File: config.mk
export PLATFORM = sky130hd
export DESIGN_NAME = hwin_integrator
export DESIGN_NICKNAME = d
export VERILOG_FILES = /design/src/rtl/hwin_pkg.sv /design/src/rtl/hwin_ctrl.sv /design/src/rtl/hwin_datapath.sv /design/src/rtl/hwin_integrator.sv
export SDC_FILE = /design/constraint.sdc
export NUM_CORES = 2
export LEC_CHECK = 0
export BUFFER_PORTS_ARGS = -buffer_cell sky130_fd_sc_hd__buf_4
export CAP_MARGIN = 20
export CORE_UTILIZATION = 41
export DETAILED_ROUTE_END_ITERATION = 16
export PLACE_DENSITY = 0.57
export REMOVE_ABC_BUFFERS = 1
export SETUP_SLACK_MARGIN = 0.5
export SLEW_MARGIN = 20
export SYNTH_ARGS = -nofsm -noshare
export SYNTH_HDL_FRONTEND = slang
export SYNTH_SLANG_ARGS = --single-unit
File: constraint.sdc
create_clock -name clk -period 9.9 [get_ports clk]
set_clock_uncertainty 0.15 [all_clocks]
set_input_delay 1.485 -clock clk [delete_from_list [all_inputs] [get_ports clk]]
set_output_delay 1.485 -clock clk [all_outputs]
set_load 0.03 [all_outputs]
File: src/rtl/hwin_pkg.sv
package hwin_pkg;

  // Number of time-ordered and of interleaved subblocks (behaviour assumes 4)
  localparam int SUB_COUNT = 4;
  localparam int SEL_W     = $clog2(SUB_COUNT);

  // Strobes from the control unit to the datapath
  typedef struct packed {
    logic             clear;    // window opens this cycle: zero accumulators
    logic             accum;    // a sample is accepted this cycle
    logic [SEL_W-1:0] timeSel;  // time-ordered subblock for the sample
    logic [SEL_W-1:0] ilvSel;   // interleaved subblock for the sample
    logic             finish;   // this sample is the last of the window
    logic             lenErr;   // window length not a multiple of SUB_COUNT
  } hwinCtrl_t;

endpackage

File: src/rtl/hwin_ctrl.sv
module hwin_ctrl
  import hwin_pkg::*;
#(
  parameter int LEN_W = 16
) (
  input  logic             clk,
  input  logic             rstN,
  input  logic             startPulse,
  input  logic [LEN_W-1:0] winLen,
  input  logic             sampleValid,
  output hwinCtrl_t        ctrl
);

  localparam logic [SEL_W-1:0] LAST_SUB = SEL_W'(SUB_COUNT - 1);

  logic             busy;
  logic [LEN_W-1:0] lenReg;
  logic [LEN_W-1:0] qLenReg;
  logic [LEN_W-1:0] cnt;
  logic [LEN_W-1:0] inQ;
  logic [SEL_W-1:0] quarter;

  // Context for this cycle: fresh values on a start, stored values otherwise
  logic             starting;
  logic             open;
  logic             accept;
  logic             last;
  logic             quarterEnd;
  logic [LEN_W-1:0] startQLen;
  logic [LEN_W-1:0] effLen;
  logic [LEN_W-1:0] effQLen;
  logic [LEN_W-1:0] effCnt;
  logic [LEN_W-1:0] effInQ;
  logic [SEL_W-1:0] effQ;

  always_comb begin
    starting   = startPulse && !busy && (winLen != '0);
    startQLen  = winLen >> SEL_W;
    effLen     = starting ? winLen : lenReg;
    effQLen    = starting ? startQLen : qLenReg;
    effCnt     = starting ? '0 : cnt;
    effInQ     = starting ? '0 : inQ;
    if (starting) effQ = (startQLen == '0) ? LAST_SUB : '0;
    else          effQ = quarter;
    open       = starting || busy;
    accept     = open && sampleValid;
    last       = accept && (effCnt == effLen - LEN_W'(1));
    quarterEnd = (effQ != LAST_SUB) && (effInQ == effQLen - LEN_W'(1));
  end

  always_comb begin
    ctrl.clear   = starting;
    ctrl.accum   = accept;
    ctrl.timeSel = effQ;
    ctrl.ilvSel  = effCnt[SEL_W-1:0];
    ctrl.finish  = last;
    ctrl.lenErr  = (effLen[SEL_W-1:0] != '0);
  end

  always_ff @(posedge clk) begin
    if (!rstN) begin
      busy    <= 1'b0;
      lenReg  <= '0;
      qLenReg <= '0;
      cnt     <= '0;
      inQ     <= '0;
      quarter <= '0;
    end else begin
      busy <= open && !last;
      if (starting) begin
        lenReg  <= winLen;
        qLenReg <= startQLen;
      end
      if (open) begin
        if (accept) begin
          cnt <= effCnt + LEN_W'(1);
          if (quarterEnd) begin
            quarter <= effQ + SEL_W'(1);
            inQ     <= '0;
          end else begin
            quarter <= effQ;
            inQ     <= effInQ + LEN_W'(1);
          end
        end else begin
          cnt     <= effCnt;
          quarter <= effQ;
          inQ     <= effInQ;
        end
      end
    end
  end

  // an open window never has more samples counted than its length
  a_r1_count_below_len: assert property (@(posedge clk) disable iff (!rstN)
    busy |-> (cnt < lenReg));

  // a start strobe during an open window leaves the stored length alone
  a_r8_busy_start_ignored: assert property (@(posedge clk) disable iff (!rstN)
    (busy && startPulse) |=> $stable(lenReg));

  // within one window the time-ordered index never goes back
  a_r3_quarter_monotonic: assert property (@(posedge clk) disable iff (!rstN)
    (busy && $past(busy)) |-> (quarter >= $past(quarter)));

  // closing a window always leaves the unit idle
  a_r6_finish_goes_idle: assert property (@(posedge clk) disable iff (!rstN)
    ctrl.finish |=> !busy);

endmodule

File: src/rtl/hwin_datapath.sv
module hwin_datapath
  import hwin_pkg::*;
#(
  parameter int SAMPLE_W = 18,
  parameter int ACC_W    = 64,
  parameter int TS_W     = 48,
  parameter int CNT_W    = 16
) (
  input  logic                              clk,
  input  logic                              rstN,
  input  hwinCtrl_t                         ctrl,
  input  logic [SAMPLE_W-1:0]               sampleData,
  input  logic [TS_W-1:0]                   timeNow,
  output logic                              resValid,
  output logic [ACC_W-1:0]                  resTotal,
  output logic [SUB_COUNT-1:0][ACC_W-1:0]   resTime,
  output logic [SUB_COUNT-1:0][ACC_W-1:0]   resIlv,
  output logic [TS_W-1:0]                   resStamp,
  output logic [CNT_W-1:0]                  resCount,
  output logic                              resLenErr
);

  localparam int EXT_W = ACC_W - SAMPLE_W;

  logic [ACC_W-1:0]                sampleExt;
  logic [ACC_W-1:0]                addTerm;
  logic [ACC_W-1:0]                accTotal, nxtTotal;
  logic [SUB_COUNT-1:0][ACC_W-1:0] accTime, nxtTime;
  logic [SUB_COUNT-1:0][ACC_W-1:0] accIlv, nxtIlv;
  logic [CNT_W-1:0]                accCount, nxtCount;
  logic [TS_W-1:0]                 stampReg, nxtStamp;

  always_comb begin
    sampleExt = {{EXT_W{sampleData[SAMPLE_W-1]}}, sampleData};
    addTerm   = ctrl.accum ? sampleExt : '0;
    nxtTotal  = (ctrl.clear ? '0 : accTotal) + addTerm;
    nxtCount  = (ctrl.clear ? '0 : accCount) + CNT_W'(ctrl.accum);
    nxtStamp  = ctrl.clear ? timeNow : stampReg;
  end

  for (genvar g = 0; g < SUB_COUNT; g++) begin : g_sub
    always_comb begin
      nxtTime[g] = (ctrl.clear ? '0 : accTime[g]) +
                   ((ctrl.timeSel == SEL_W'(g)) ? addTerm : '0);
      nxtIlv[g]  = (ctrl.clear ? '0 : accIlv[g]) +
                   ((ctrl.ilvSel == SEL_W'(g)) ? addTerm : '0);
    end
  end

  // Working accumulators
  always_ff @(posedge clk) begin
    if (!rstN) begin
      accTotal <= '0;
      accTime  <= '0;
      accIlv   <= '0;
      accCount <= '0;
      stampReg <= '0;
    end else if (ctrl.clear || ctrl.accum) begin
      accTotal <= nxtTotal;
      accTime  <= nxtTime;
      accIlv   <= nxtIlv;
      accCount <= nxtCount;
      stampReg <= nxtStamp;
    end
  end

  // Result bank, loaded once per window
  always_ff @(posedge clk) begin
    if (!rstN) begin
      resValid  <= 1'b0;
      resTotal  <= '0;
      resTime   <= '0;
      resIlv    <= '0;
      resStamp  <= '0;
      resCount  <= '0;
      resLenErr <= 1'b0;
    end else begin
      resValid <= ctrl.finish;
      if (ctrl.finish) begin
        resTotal  <= nxtTotal;
        resTime   <= nxtTime;
        resIlv    <= nxtIlv;
        resStamp  <= nxtStamp;
        resCount  <= nxtCount;
        resLenErr <= ctrl.lenErr;
      end
    end
  end

  // Sums over the subblock banks, used by the checks below
  logic [ACC_W-1:0] timeSum, ilvSum;
  always_comb begin
    timeSum = '0;
    ilvSum  = '0;
    for (int k = 0; k < SUB_COUNT; k++) begin
      timeSum = timeSum + resTime[k];
      ilvSum  = ilvSum + resIlv[k];
    end
  end

  // the time-ordered subblocks add up to the total
  a_r3_time_sum_total: assert property (@(posedge clk) disable iff (!rstN)
    resValid |-> (timeSum == resTotal));

  // the interleaved subblocks add up to the total
  a_r4_ilv_sum_total: assert property (@(posedge clk) disable iff (!rstN)
    resValid |-> (ilvSum == resTotal));

  // a finished window always reports at least one sample
  a_r1_count_nonzero: assert property (@(posedge clk) disable iff (!rstN)
    resValid |-> (resCount != '0));

  // results change only together with the valid pulse
  a_r6_results_hold: assert property (@(posedge clk) disable iff (!rstN)
    !resValid |-> ($stable(resTotal) && $stable(resStamp) && $stable(resCount)));

endmodule

File: src/rtl/hwin_integrator.sv
module hwin_integrator
  import hwin_pkg::*;
#(
  parameter int SAMPLE_W = 18,
  parameter int ACC_W    = 64,
  parameter int TS_W     = 48,
  parameter int LEN_W    = 16
) (
  input  logic                            clk,
  input  logic                            rstN,
  input  logic                            startPulse,
  input  logic [LEN_W-1:0]                winLen,
  input  logic                            sampleValid,
  input  logic [SAMPLE_W-1:0]             sampleData,
  input  logic [TS_W-1:0]                 timeNow,
  output logic                            resValid,
  output logic [ACC_W-1:0]                resTotal,
  output logic [SUB_COUNT-1:0][ACC_W-1:0] resTime,
  output logic [SUB_COUNT-1:0][ACC_W-1:0] resIlv,
  output logic [TS_W-1:0]                 resStamp,
  output logic [LEN_W-1:0]                resCount,
  output logic                            resLenErr
);

  hwinCtrl_t ctrl;

  hwin_ctrl #(
    .LEN_W(LEN_W)
  ) u_ctrl (
    .clk        (clk),
    .rstN       (rstN),
    .startPulse (startPulse),
    .winLen     (winLen),
    .sampleValid(sampleValid),
    .ctrl       (ctrl)
  );

  hwin_datapath #(
    .SAMPLE_W(SAMPLE_W),
    .ACC_W   (ACC_W),
    .TS_W    (TS_W),
    .CNT_W   (LEN_W)
  ) u_dp (
    .clk       (clk),
    .rstN      (rstN),
    .ctrl      (ctrl),
    .sampleData(sampleData),
    .timeNow   (timeNow),
    .resValid  (resValid),
    .resTotal  (resTotal),
    .resTime   (resTime),
    .resIlv    (resIlv),
    .resStamp  (resStamp),
    .resCount  (resCount),
    .resLenErr (resLenErr)
  );

  // the last accepted sample is followed by a valid pulse
  a_r6_valid_after_last: assert property (@(posedge clk) disable iff (!rstN)
    ctrl.finish |=> resValid);

  // no valid pulse without a window closing
  a_r10_no_spurious_valid: assert property (@(posedge clk) disable iff (!rstN)
    !ctrl.finish |=> !resValid);

endmodule

==> PnR_summary.wiki <==
{| class="wikitable"
! Metric !! Value
|-
| Result of the run || completed
|-
| HPWL after DPL || 243,000 um
|-
| Clock edge transition at the registers on the reported setup and hold paths || 60 ps
|-
| Leftover overflow at the end of global routing || 0
|-
| Wire length reported by the detailed router || 348,000 um
|-
| Cts hold-fix bufs || 0
|-
| Primary flip-flop cell chosen by synthesis mapping || dfxtp_1
|-
| WL/cell || 22.5 um
|-
| Commonest cells after routing, fill and taps aside || 1,851 x nand2_1, 1,484 x a21oi_1, 1,348 x dfxtp_1
|-
| Count of endpoints failing setup in the final report || 0
|-
| Crit path max fanout || 62
|-
| Setup WS pre-CTS || 1250 ps
|-
| Final worst-path cycle share || 79.7%
|-
| Terminus of the critical flop-to-flop path || u_dp.resTotal[50]
|-
| Actual slew at the worst max-slew pin || 1160 ps
|-
| Worst-case clock buffer depth || 3
|-
| Cells on Worst Hold Path || 2
|-
| Die Outline Area || 221,000 um^2
|-
| Layout Area Growth over Synthesis || 13.9%
|-
| Total design power || 13.8 mW
|-
| Leading cell types by total area after synthesis || dfxtp_1 30%, a21oi_1 8.3%, nand2_1 7.8%, ha_1 5.7%, nor2_1 5.5%
|-
| Number of post-CTS setup repair buffers || 0
|-
| RSZ-0062 raised after global routing || no
|-
| Internal cell power || 9.78 mW
|-
| Detailed-route vias per instance || 5.90
|-
| Fraction of post-synthesis cell area in the top cell type by area || 30.1%
|-
| Number of filler cells placed in the layout || 22,000
|-
| Number of vias in the routed layout || 91,200
|-
| Top cell type by total area after synthesis || dfxtp_1
|-
| Placeable Area || 217,000 um^2
|-
| Most common library cell in the layout ignoring fill and taps || nand2_1
|-
| Post-route setup TNS || 0 ps
|-
| Number of synthesized register bits || 1,349
|-
| Endpoint type of the worst setup path || register
|-
| Worst reg2reg startpoint || u_ctrl.busy
|-
| Leakage power || 41.2 nW
|-
| Final hold violation count || 0
|-
| Area of the mapped netlist || 89,700 um^2
|-
| Max-slew violation total from the final report || 0
|-
| Clock power share || 46.1%
|-
| MaxCap Viol Count || 0
|-
| Antenna violations before repair || 18
|-
| WP data required || 10,490 ps
|-
| DR pass1 iterations || 6
|-
| Horiz. Die Dim || 470 um
|-
| Critical path class || primary input to register
|-
| Layout cell share with drive strength beyond 1 || 10.6%
|-
| Number of different library cells in the post-synthesis netlist || 114
|-
| Core Util, Final || 47.0%
|-
| Power per unit of standard cell area || 135 nW/um^2
|-
| Register share of total power || 41.3%
|-
| Post-detailed-placement cell area || 96,500 um^2
|-
| Vias in the first global route || 86,300
|-
| Total DRC errors in the routed layout || 0
|-
| Violation count after the first detailed-routing iteration || 7,732
|-
| Sequential element share of the synthesized area || 30.1%
|-
| First-pass GRT wire length || 525,000 um
|-
| Number of non-filler instances in the completed layout || 15,500
|-
| I/O pin count || 728
|-
| Cell count after synthesis || 12,300
|-
| Sw frac || 29.2%
|-
| Pin count of the biggest net entering global routing || 203
|-
| Gates resized, CTS repair || 0
|-
| Type of the tightest min-delay check || register to register
|-
| Root buffer cell || clkbuf_16
|-
| Final Instance Area || 102,000 um^2
|-
| Clock latency at the later pin of the worst-skew pair || 860 ps
|-
| Setup slack on the worst flop-to-flop path || 2570 ps
|-
| CTS buffer count || 159
|-
| Final estimated routing congestion in global placement || 0.948
|-
| Worst setup path startpoint || winLen[12]
|-
| Hold path start || u_dp.accTime[144]
|-
| Residual antenna-violating net count after detailed routing || 0
|-
| Starting density of the core || 41.3%
|-
| Share of flip-flops with an asynchronous set or reset after synthesis || 0%
|-
| Placed cell count || 15,200
|-
| Worst rel slew slack || 22.9%
|-
| Hold Slack || 295 ps
|-
| Achievable clock frequency || 127 MHz
|-
| Net Sw Power || 4.03 mW
|-
| Part of the power in combinational logic || 12.6%
|-
| Chip height || 470 um
|-
| Max VDD drop || 0.180 mV
|-
| Yosys warns || 0
|-
| Average cell area after synthesis || 7.26 um^2
|-
| Type of origin of the critical path || primary input
|-
| Number of enable-type register cells in the synthesized netlist || 0
|-
| Signal arrival time at the worst endpoint || 8480 ps
|-
| # H-tree levels || 4
|-
| End point of the most critical hold path || u_dp.accTime[144]
|-
| CTS sink count || 1,349
|-
| TritonCTS clock tree || built
|-
| Path depth of the worst reg2reg path || 21
|-
| Overall routing resource usage || 30.2%
|-
| Row Count || 171
|-
| Number of port buffers || 727
|-
| Worst Setup Slack, final || 2010 ps
|-
| Shortest period the worst path allows || 7890 ps
|-
| Final-stage net count || 13,000
|}
[layer usage]
layer	up-vias	global-route usage (%)	share of wire (%)
li1	43800	-	-
met1	43600	39.9	44
met2	3171	47.9	44
met3	588	4.61	6.8
met4	8	14.3	4.9
met5	-	0	0.016
[worst max-delay path by stage]
| stage | endpoint | slack, ps | depth (start not counted) |
|---|---|---|---|
| global placement | u_dp.resTotal[50] | 1350 | 21 |
| CTS | u_dp.resTotal[50] | 2140 | 21 |
| finish | u_dp.resTotal[50] | 2010 | 21 |
| floorplan | u_dp.resIlv[119] | -55520 | 12 |
| global route | u_dp.resTotal[50] | 1620 | 21 |
| detailed placement | u_dp.resTotal[50] | 1250 | 21 |
[registers in the layout, summed over array words and instances (netlist names), 2 cells and up]
name / flops
u_dp.resTime: 256
u_dp.accTotal: 64
u_dp.accCount: 16
u_dp.resTotal: 64
u_ctrl.qLenReg: 16
u_dp.accIlv: 256
u_ctrl.inQ: 16
u_dp.accTime: 256
u_dp.resCount: 16
u_ctrl.lenReg: 16
u_dp.resStamp: 48
u_ctrl.quarter: 2
u_dp.resIlv: 256
u_dp.stampReg: 48
u_ctrl.cnt: 16
[cell usage after synthesis, types with 57 or more instances]
| library cell | instances |
|---|---|
| dfxtp_1 | 1349 |
| inv_1 | 201 |
| clkbuf_1 | 704 |
| or3_1 | 87 |
| o31ai_1 | 57 |
| a31oi_1 | 124 |
| nand4_1 | 120 |
| buf_2 | 100 |
| and2_1 | 476 |
| nor2b_1 | 64 |
| o211ai_1 | 69 |
| o21a_1 | 85 |
| o21ai_0 | 611 |
| a21oi_1 | 1487 |
| a21o_1 | 239 |
| o21ai_1 | 84 |
| nand3_1 | 323 |
| a211oi_1 | 300 |
| or2_2 | 90 |
| and3_1 | 142 |
| nor2_1 | 1321 |
| o21bai_1 | 66 |
| ha_1 | 411 |
| xnor2_1 | 475 |
| xor2_1 | 226 |
| nand2_1 | 1858 |
| nand2b_1 | 72 |
| nor4_1 | 87 |
| nor3_1 | 175 |
[cell families after synthesis]
| logic type | share of synthesized area (%) |
|---|---|
| XOR/XNOR | 6.85 |
| adder cells (fa/ha/maj) | 6.00 |
| buffers and inverters | 4.83 |
| AND/OR/NAND/NOR | 25.5 |
| AO/OA/AOI/OAI | 25.9 |
| multiplexers | 0.801 |
| flip-flops | 30.1 |
[power groups by stage]
stage	combinational [mW]	sequential, mW	clock, mW
finish	1.74	5.71	6.36
floorplan	1.24	5.78	0
global placement	1.70	5.82	0
global route	1.89	5.73	6.71
CTS	1.72	5.70	6.49
detailed placement	1.71	5.82	0
[cell type report]
| type | instances | area [um^2] | share of cell area, % |
|---|---|---|---|
| inverter | 210 | 796 | 0.779 |
| clock inverter | 82 | 1170 | 1.14 |
| tap | 2854 | 3570 | 3.50 |
| antenna | 6 | 15.0 | 0.0147 |
| sequential | 1349 | 27000 | 26.4 |
| multi-input combinational | 9903 | 58500 | 57.2 |
| timing repair buffer | 856 | 6680 | 6.54 |
| clock buffer | 209 | 4440 | 4.34 |
[worst max-delay path, cell delays in order]
cell	delay [ps]
buf_4	140
or4_4	590
o41ai_4	740
buf_12	360
buf_4	340
and2_1	200
inv_1	60
fa_1	400
nor2b_1	150
o21ai_0	100
a21boi_0	230
o21ai_0	170
a211oi_1	460
o221ai_1	240
a21oi_1	750
nor2_1	240
a311oi_1	610
o21a_1	350
mux2_1	360
mux2i_1	140
o31a_1	290
Power figures use the tool's default switching activity.
